### src/rtl/fx_alu_pkg.sv
package fx_alu_pkg;

    typedef enum logic [3:0] {
        OP_FMAC_SAT   = 4'h0,
        OP_FMSC_SAT   = 4'h1,
        OP_FMAC_WRAP  = 4'h2,
        OP_FMSC_WRAP  = 4'h3,
        OP_IMAC_SAT   = 4'h4,
        OP_IMAC_W31   = 4'h5,
        OP_ADD3_SAT   = 4'h6,
        OP_PASS_ACC   = 4'h7,
        OP_MASKXOR    = 4'h8,
        OP_SIGNSEL    = 4'h9,
        OP_SEL_GE     = 4'hA,
        OP_SEL_LT     = 4'hB,
        OP_RSV_C      = 4'hC,
        OP_RSV_D      = 4'hD,
        OP_LERP       = 4'hE,
        OP_RSV_F      = 4'hF
    } alu_op_e;

    localparam int CC_W       = 9;
    localparam int CC_NORM    = 0;
    localparam int CC_BORROW  = 1;
    localparam int CC_MINUS   = 2;
    localparam int CC_ZERO    = 3;
    localparam int CC_SAT     = 4;
    localparam int CC_NONZERO = 8;

endpackage

### src/rtl/fx_alu_mul.sv
module fx_alu_mul #(
    parameter int W = 32
) (
    input  logic signed [W-1:0] mul_a,
    input  logic signed [W:0]   mul_b,
    output logic signed [2*W:0] prod
);
    // Product of a W-bit and a (W+1)-bit signed value; magnitude stays below 2^(2W).
    assign prod = mul_a * mul_b;
endmodule

### src/rtl/fx_alu_clamp.sv
module fx_alu_clamp #(
    parameter int W  = 32,
    parameter int WW = 67
) (
    input  logic signed [WW-1:0] sum,
    input  logic                 sat_mode,
    input  logic                 w31_mode,
    output logic [W-1:0]         val,
    output logic                 clamped
);
    localparam logic signed [WW-1:0] MAX_POS = WW'({1'b0, {(W-1){1'b1}}});
    localparam logic signed [WW-1:0] MIN_NEG = -MAX_POS - WW'(1);

    logic hi, lo;
    assign hi = sum > MAX_POS;
    assign lo = sum < MIN_NEG;

    always_comb begin
        clamped = 1'b0;
        if (w31_mode) begin
            val = {sum[W-2], sum[W-2:0]};
        end else if (sat_mode && hi) begin
            val     = {1'b0, {(W-1){1'b1}}};
            clamped = 1'b1;
        end else if (sat_mode && lo) begin
            val     = {1'b1, {(W-1){1'b0}}};
            clamped = 1'b1;
        end else begin
            val = sum[W-1:0];
        end
    end
endmodule

### src/rtl/fx_alu_logic.sv
module fx_alu_logic
    import fx_alu_pkg::*;
#(
    parameter int W = 32
) (
    input  alu_op_e              op,
    input  logic signed [W-1:0]  a,
    input  logic signed [W-1:0]  x,
    input  logic signed [W-1:0]  y,
    output logic [W-1:0]         val,
    output logic                 is_cmp,
    output logic                 a_lt_y
);
    assign a_lt_y = a < y;

    always_comb begin
        is_cmp = 1'b0;
        unique case (op)
            OP_MASKXOR: val = (a & x) ^ y;
            OP_SIGNSEL: begin val = a_lt_y ? ~x : x; is_cmp = 1'b1; end
            OP_SEL_GE:  begin val = a_lt_y ? y : x;  is_cmp = 1'b1; end
            OP_SEL_LT:  begin val = a_lt_y ? x : y;  is_cmp = 1'b1; end
            default:    val = a;
        endcase
    end
endmodule

### src/rtl/fx_alu.sv
module fx_alu
    import fx_alu_pkg::*;
#(
    parameter int W = 32
) (
    input  logic              clk,
    input  logic              rst_n,
    input  logic              exec_en,
    input  logic [3:0]        opcode,
    input  logic [W-1:0]      op_a,
    input  logic [W-1:0]      op_x,
    input  logic [W-1:0]      op_y,
    output logic [W-1:0]      res,
    output logic [W-1:0]      acc,
    output logic [CC_W-1:0]   ccr,
    output logic              unsup
);
    localparam int PW = 2*W + 1;   // product width
    localparam int WW = 2*W + 3;   // adder width, holds A + X*Y exactly

    alu_op_e op;
    assign op = alu_op_e'(opcode);

    logic signed [W-1:0]  sa, sx, sy;
    assign sa = op_a;
    assign sx = op_x;
    assign sy = op_y;

    // Second multiplier operand: Y, or Y - A for interpolation
    logic signed [W:0]  y_ext, a_ext, y_m_a, mul_b;
    assign y_ext = {sy[W-1], sy};
    assign a_ext = {sa[W-1], sa};
    assign y_m_a = y_ext - a_ext;
    assign mul_b = (op == OP_LERP) ? y_m_a : y_ext;

    logic signed [PW-1:0] prod, prod_q31;
    fx_alu_mul #(.W(W)) u_mul (.mul_a(sx), .mul_b(mul_b), .prod(prod));
    assign prod_q31 = prod >>> (W-1);

    logic signed [WW-1:0] wa, wx, wy, wprod, wfrac, sum;
    assign wa    = {{(WW-W){sa[W-1]}}, sa};
    assign wx    = {{(WW-W){sx[W-1]}}, sx};
    assign wy    = {{(WW-W){sy[W-1]}}, sy};
    assign wprod = {{(WW-PW){prod[PW-1]}}, prod};
    assign wfrac = {{(WW-PW){prod_q31[PW-1]}}, prod_q31};

    always_comb begin
        unique case (op)
            OP_FMAC_SAT, OP_FMAC_WRAP, OP_LERP: sum = wa + wfrac;
            OP_FMSC_SAT, OP_FMSC_WRAP:          sum = wa - wfrac;
            OP_IMAC_SAT, OP_IMAC_W31:           sum = wa + wprod;
            OP_ADD3_SAT:                        sum = wa + wx + wy;
            default:                            sum = wa;
        endcase
    end

    logic sat_mode, w31_mode, arith_op, unsup_d;
    always_comb begin
        sat_mode = 1'b0;
        w31_mode = 1'b0;
        arith_op = 1'b0;
        unsup_d  = 1'b0;
        unique case (op)
            OP_FMAC_SAT, OP_FMSC_SAT, OP_IMAC_SAT, OP_ADD3_SAT, OP_LERP: begin
                sat_mode = 1'b1; arith_op = 1'b1;
            end
            OP_FMAC_WRAP, OP_FMSC_WRAP: arith_op = 1'b1;
            OP_IMAC_W31: begin w31_mode = 1'b1; arith_op = 1'b1; end
            OP_RSV_C, OP_RSV_D, OP_RSV_F: unsup_d = 1'b1;
            default: ;
        endcase
    end

    logic [W-1:0] arith_val, logic_val, r_d;
    logic         clamped, is_cmp, a_lt_y;

    fx_alu_clamp #(.W(W), .WW(WW)) u_clamp (
        .sum(sum), .sat_mode(sat_mode), .w31_mode(w31_mode),
        .val(arith_val), .clamped(clamped)
    );

    fx_alu_logic #(.W(W)) u_logic (
        .op(op), .a(sa), .x(sx), .y(sy),
        .val(logic_val), .is_cmp(is_cmp), .a_lt_y(a_lt_y)
    );

    assign r_d = arith_op ? arith_val : logic_val;

    logic [CC_W-1:0] cc_d;
    always_comb begin
        cc_d              = '0;
        cc_d[CC_NORM]     = r_d[W-1] ^ r_d[W-2];
        cc_d[CC_BORROW]   = is_cmp & a_lt_y;
        cc_d[CC_MINUS]    = r_d[W-1];
        cc_d[CC_ZERO]     = (r_d == '0);
        cc_d[CC_SAT]      = clamped;
        cc_d[CC_NONZERO]  = (r_d != '0);
    end

    logic [W-1:0] acc_d;
    assign acc_d = (op == OP_PASS_ACC) ? (acc + prod_q31[W-1:0]) : r_d;

    always_ff @(posedge clk or negedge rst_n) begin
        if (!rst_n) begin
            res   <= '0;
            acc   <= '0;
            ccr   <= '0;
            unsup <= 1'b0;
        end else if (exec_en) begin
            res   <= r_d;
            acc   <= acc_d;
            ccr   <= cc_d;
            unsup <= unsup_d;
        end
    end

    // registered state holds while no instruction executes
    a_r12_hold: assert property (@(posedge clk) disable iff (!rst_n)
        !exec_en |=> ($stable(res) && $stable(acc) && $stable(ccr) && $stable(unsup)));

    // a set saturate flag implies the result sits on a rail
    a_r2_rail: assert property (@(posedge clk) disable iff (!rst_n)
        ccr[CC_SAT] |-> (res == {1'b0, {(W-1){1'b1}}} || res == {1'b1, {(W-1){1'b0}}}));

    // the pass-through opcode returns A
    a_r6_pass: assert property (@(posedge clk) disable iff (!rst_n)
        (exec_en && opcode == 4'h7) |=> (res == $past(op_a)));

    // unimplemented opcodes flag and return A
    a_r10_unsup: assert property (@(posedge clk) disable iff (!rst_n)
        (exec_en && (opcode == 4'hC || opcode == 4'hD || opcode == 4'hF))
        |=> (unsup && res == $past(op_a)));

    // limit select returns one of its two candidates
    a_r8_select: assert property (@(posedge clk) disable iff (!rst_n)
        (exec_en && (opcode == 4'hA || opcode == 4'hB))
        |=> (res == $past(op_x) || res == $past(op_y)));

    // zero and nonzero flags never both set
    a_r11_zflags: assert property (@(posedge clk) disable iff (!rst_n)
        $onehot0({ccr[CC_ZERO], ccr[CC_NONZERO]}));
endmodule

### config.mk
export PLATFORM = sky130hd
export DESIGN_NAME = fx_alu
export DESIGN_NICKNAME = d
export VERILOG_FILES = /design/src/rtl/fx_alu_pkg.sv /design/src/rtl/fx_alu_mul.sv /design/src/rtl/fx_alu_clamp.sv /design/src/rtl/fx_alu_logic.sv /design/src/rtl/fx_alu.sv
export SDC_FILE = /design/constraint.sdc
export NUM_CORES = 2
export LEC_CHECK = 0
export BUFFER_PORTS_ARGS = -buffer_cell sky130_fd_sc_hd__buf_2
export CAP_MARGIN = 20
export CELL_PAD_IN_SITES_DETAIL_PLACEMENT = 1
export CELL_PAD_IN_SITES_GLOBAL_PLACEMENT = 1
export CORE_ASPECT_RATIO = 1.5
export CORE_MARGIN = 2
export CORE_UTILIZATION = 42
export CTS_CLUSTER_DIAMETER = 30
export DETAILED_ROUTE_END_ITERATION = 7
export GPL_TIMING_DRIVEN = 0
export MAX_ROUTING_LAYER = met4
export PLACE_DENSITY_LB_ADDON = 0.3
export SETUP_SLACK_MARGIN = 0.02
export SLEW_MARGIN = 20
export SYNTH_ARGS = -nofsm -noshare
export SYNTH_HDL_FRONTEND = slang
export SYNTH_SLANG_ARGS = --single-unit
### constraint.sdc
create_clock -name clk -period 4 [get_ports clk]
set_input_delay 0.2 -clock clk [delete_from_list [all_inputs] [get_ports clk]]
set_output_delay 0.2 -clock clk [all_outputs]
set_load 0.02 [all_outputs]
==> impl_metrics.env <==
export IMPL_core_mm2=0.142
export IMPL_fin_skew_ps=10.2
export IMPL_slew_headroom_pct=9.69
export IMPL_area_growth_pct=13.6
export IMPL_startpoint_type="primary input"
export IMPL_clk_pin_slew_ps=70
export IMPL_tritoncts="done"
export IMPL_async_reset_ff_share_pct=100
export IMPL_rsz0062_at_grt="true"
export IMPL_cts_sinks=70
export IMPL_ctsRootBufferMaster="clkbuf_16"
export IMPL_htreeDepth=3
export IMPL_worstPathRequired_ps=4220
export IMPL_ys_types=94
export IMPL_dp_hpwl_um=299000
export IMPL_clk_path_buf_depth=2
export IMPL_ys_seq_area_share_pct=2.92
export IMPL_cpLargestDelayFamily="adder cells"
export IMPL_postSynthAreaPerCell_um2=8.17
export IMPL_dieArea_mm2=0.146
export IMPL_seqCellArea_mm2=0.00175
export IMPL_ys_ff_latch=70
export IMPL_end_kind="flip-flop"
export IMPL_fin_crit_sh_pct=436
export IMPL_start_util_pct=42.3
export IMPL_cp_startpoint="opcode[0]"
export IMPL_grt_use_total_pct=50.9
export IMPL_wl_per_cell_um=37.4
export IMPL_fin_crit_ps=17450
export IMPL_path_buf_inv=13
export IMPL_vias_per_cell=6.34
export IMPL_grt_pass1_vias=66885
export IMPL_drc=6
export IMPL_nFillCells=17063
export IMPL_crit_type="primary input to flip-flop"
export IMPL_r2r_cells=18
export IMPL_worst_pin_slew_ps=1350
export IMPL_overflow=0
export IMPL_grt_antenna_before_repair=66
export IMPL_arrival_ps=17670
export IMPL_clock_fmax_ghz=0.0573
export IMPL_die_h_um=467
export IMPL_setup_viol=68
export IMPL_min_path_type="primary input to async pin"
export IMPL_layout_common_cells="inv_1, fa_1, nand2_1"
export IMPL_yosys_area_top_type="fa_1"
export IMPL_hold_viol=0
export IMPL_cts_buffers=9
export IMPL_ios=177
export IMPL_fin_area_mm2=0.0681
export IMPL_max_cap_violations=0
export IMPL_synth_area_mm2=0.0600
export IMPL_clk_latency_ps=360
export IMPL_netlist_top_cells_area="fa_1, ha_1, inv_1, and2_1, nand2_1"
export IMPL_final_cells=9675
export IMPL_multi_input_area_mm2=0.0540
export IMPL_ys_flop_type="dfrtp_1"
export IMPL_fin_nets=9378
export IMPL_drive_above_1_share_pct=11.3
export IMPL_status="complete, but fails checks"
export IMPL_synth_warnings=0
export IMPL_critPathMaxFanout=10
export IMPL_setup_ws_ps=-13450
export IMPL_die_w_um=313
export IMPL_place_area_mm2=0.0645
export IMPL_ant_nets=0
export IMPL_first_iter_violations=4978
export IMPL_cp_depth=55
export IMPL_rr_startpoint="acc[0]"
export IMPL_drv_slew=0
export IMPL_grt_pass1_wl_um=501000
export IMPL_dp_cells=9437
export IMPL_synth_edf_count=0
export IMPL_portBuffers=172
export IMPL_drt_first_pass_iters=8
export IMPL_violations="design-rule violations, negative setup slack"
export IMPL_mostFrequentLayoutCell="inv_1"
export IMPL_cpPeakStageDelay_ps=690
export IMPL_num_vias=61311
export IMPL_fp_row_count=169
export IMPL_place_congestion=1.11
export IMPL_routed_wl_um=361000
export IMPL_grt_max_degree=53
export IMPL_critPathSlowestCell="o41ai_4"
export IMPL_synth_top_cell_area_share_pct=38.4
export IMPL_utilization_pct=48.1
export IMPL_synthCells=7340
## flip-flops by register name, summed over array words and instances, names as in the netlist
register  count
unsup         1
acc          32
res          31
ccr           6
## area by class of cell
cell class                      instances  area share (%)
Sequential cell                        70            2.57
Antenna cell                          111           0.408
Inverter                             1282            7.11
Clock inverter                          6          0.0900
Multi-Input combinational cell       5533            79.2
Timing Repair Buffer                  331            3.55
Tap cell                             1881            3.46
Buffer                                451            3.23
Clock buffer                           10           0.351
## path summary, 6_finish.rpt
check | endpoint | slack [ps]
min in group clk | unsup | 460
setup reg to reg | acc[30] | -1130
hold reg to reg | ccr[4] | 490
hold / removal | acc[0] | 260
max in group asynchronous | acc[31] | 3150
setup / recovery | ccr[8] | -13450
## per-stage QoR
step / hold WS (ps) / setup WS, ps / TNS [ps]
after floorplan: -95.6 / -10490 / -655770
after global placement: 461 / -20810 / -1302410
after detailed placement: 105 / -17940 / -1125530
after CTS: 265 / -13330 / -838210
after global routing: 293 / -13600 / -874790
final: 263 / -13450 / -862180
## cells by family (layout without fill, tap and decap cells)
family | count (synthesis) | count (layout) | synth area share [%]
DFF | 70 | 70 | 2.92
other | 1 | 114 | 0.00625
adders and majority gates | 1597 | 1597 | 47.7
and+or+nand+nor | 2286 | 2286 | 19.4
buffers and inverters | 1739 | 2080 | 10.9
AOI/OAI and AO/OA | 1391 | 1391 | 15.2
muxes | 48 | 48 | 0.839
xor gates and xnor gates | 208 | 208 | 3.04
## synthesized netlist by cell type (all sizes together), types with 11 or more instances
| cell type | instances |
|---|---|
| a21boi | 13 |
| nand4b | 59 |
| mux2i | 39 |
| or4b | 24 |
| fa | 1150 |
| nand2 | 757 |
| o221ai | 22 |
| o21bai | 48 |
| or4 | 16 |
| a21o | 145 |
| ha | 447 |
| o22ai | 15 |
| a221o | 16 |
| or2 | 19 |
| nor2b | 64 |
| o31ai | 28 |
| nor4 | 20 |
| a311oi | 36 |
| nand3 | 96 |
| o21a | 35 |
| a211o | 17 |
| nand2b | 41 |
| nand4 | 78 |
| nor3 | 116 |
| a221oi | 54 |
| nor2 | 353 |
| clkbuf | 431 |
| or3 | 26 |
| and3 | 23 |
| nand3b | 24 |
| a21oi | 397 |
| inv | 1281 |
| o21ai | 252 |
| a211oi | 42 |
| a31o | 11 |
| a31oi | 119 |
| buf | 26 |
| dfrtp | 70 |
| o211ai | 56 |
| xor2 | 79 |
| and2 | 546 |
| xnor2 | 129 |
## per-layer routing
layer,global-route usage [%],vias to the layer above,share of wire [%]
met2,81.5,3605,47
met5,-,-,0
met3,13.1,2085,7.9
li1,-,24512,-
met1,46.0,31109,30
met4,59.5,0,15
## repair_timing
action	CTS	global route
pin swaps	93	84
hold buffers	1	0
gates resized for setup	337	159
buffers inserted	71	43
endpoints found under the hold margin	18	0
setup endpoints to repair	69	69
Power is not shown: default switching activity piles up to over one toggle a cycle in this logic, so the estimate is an artifact.
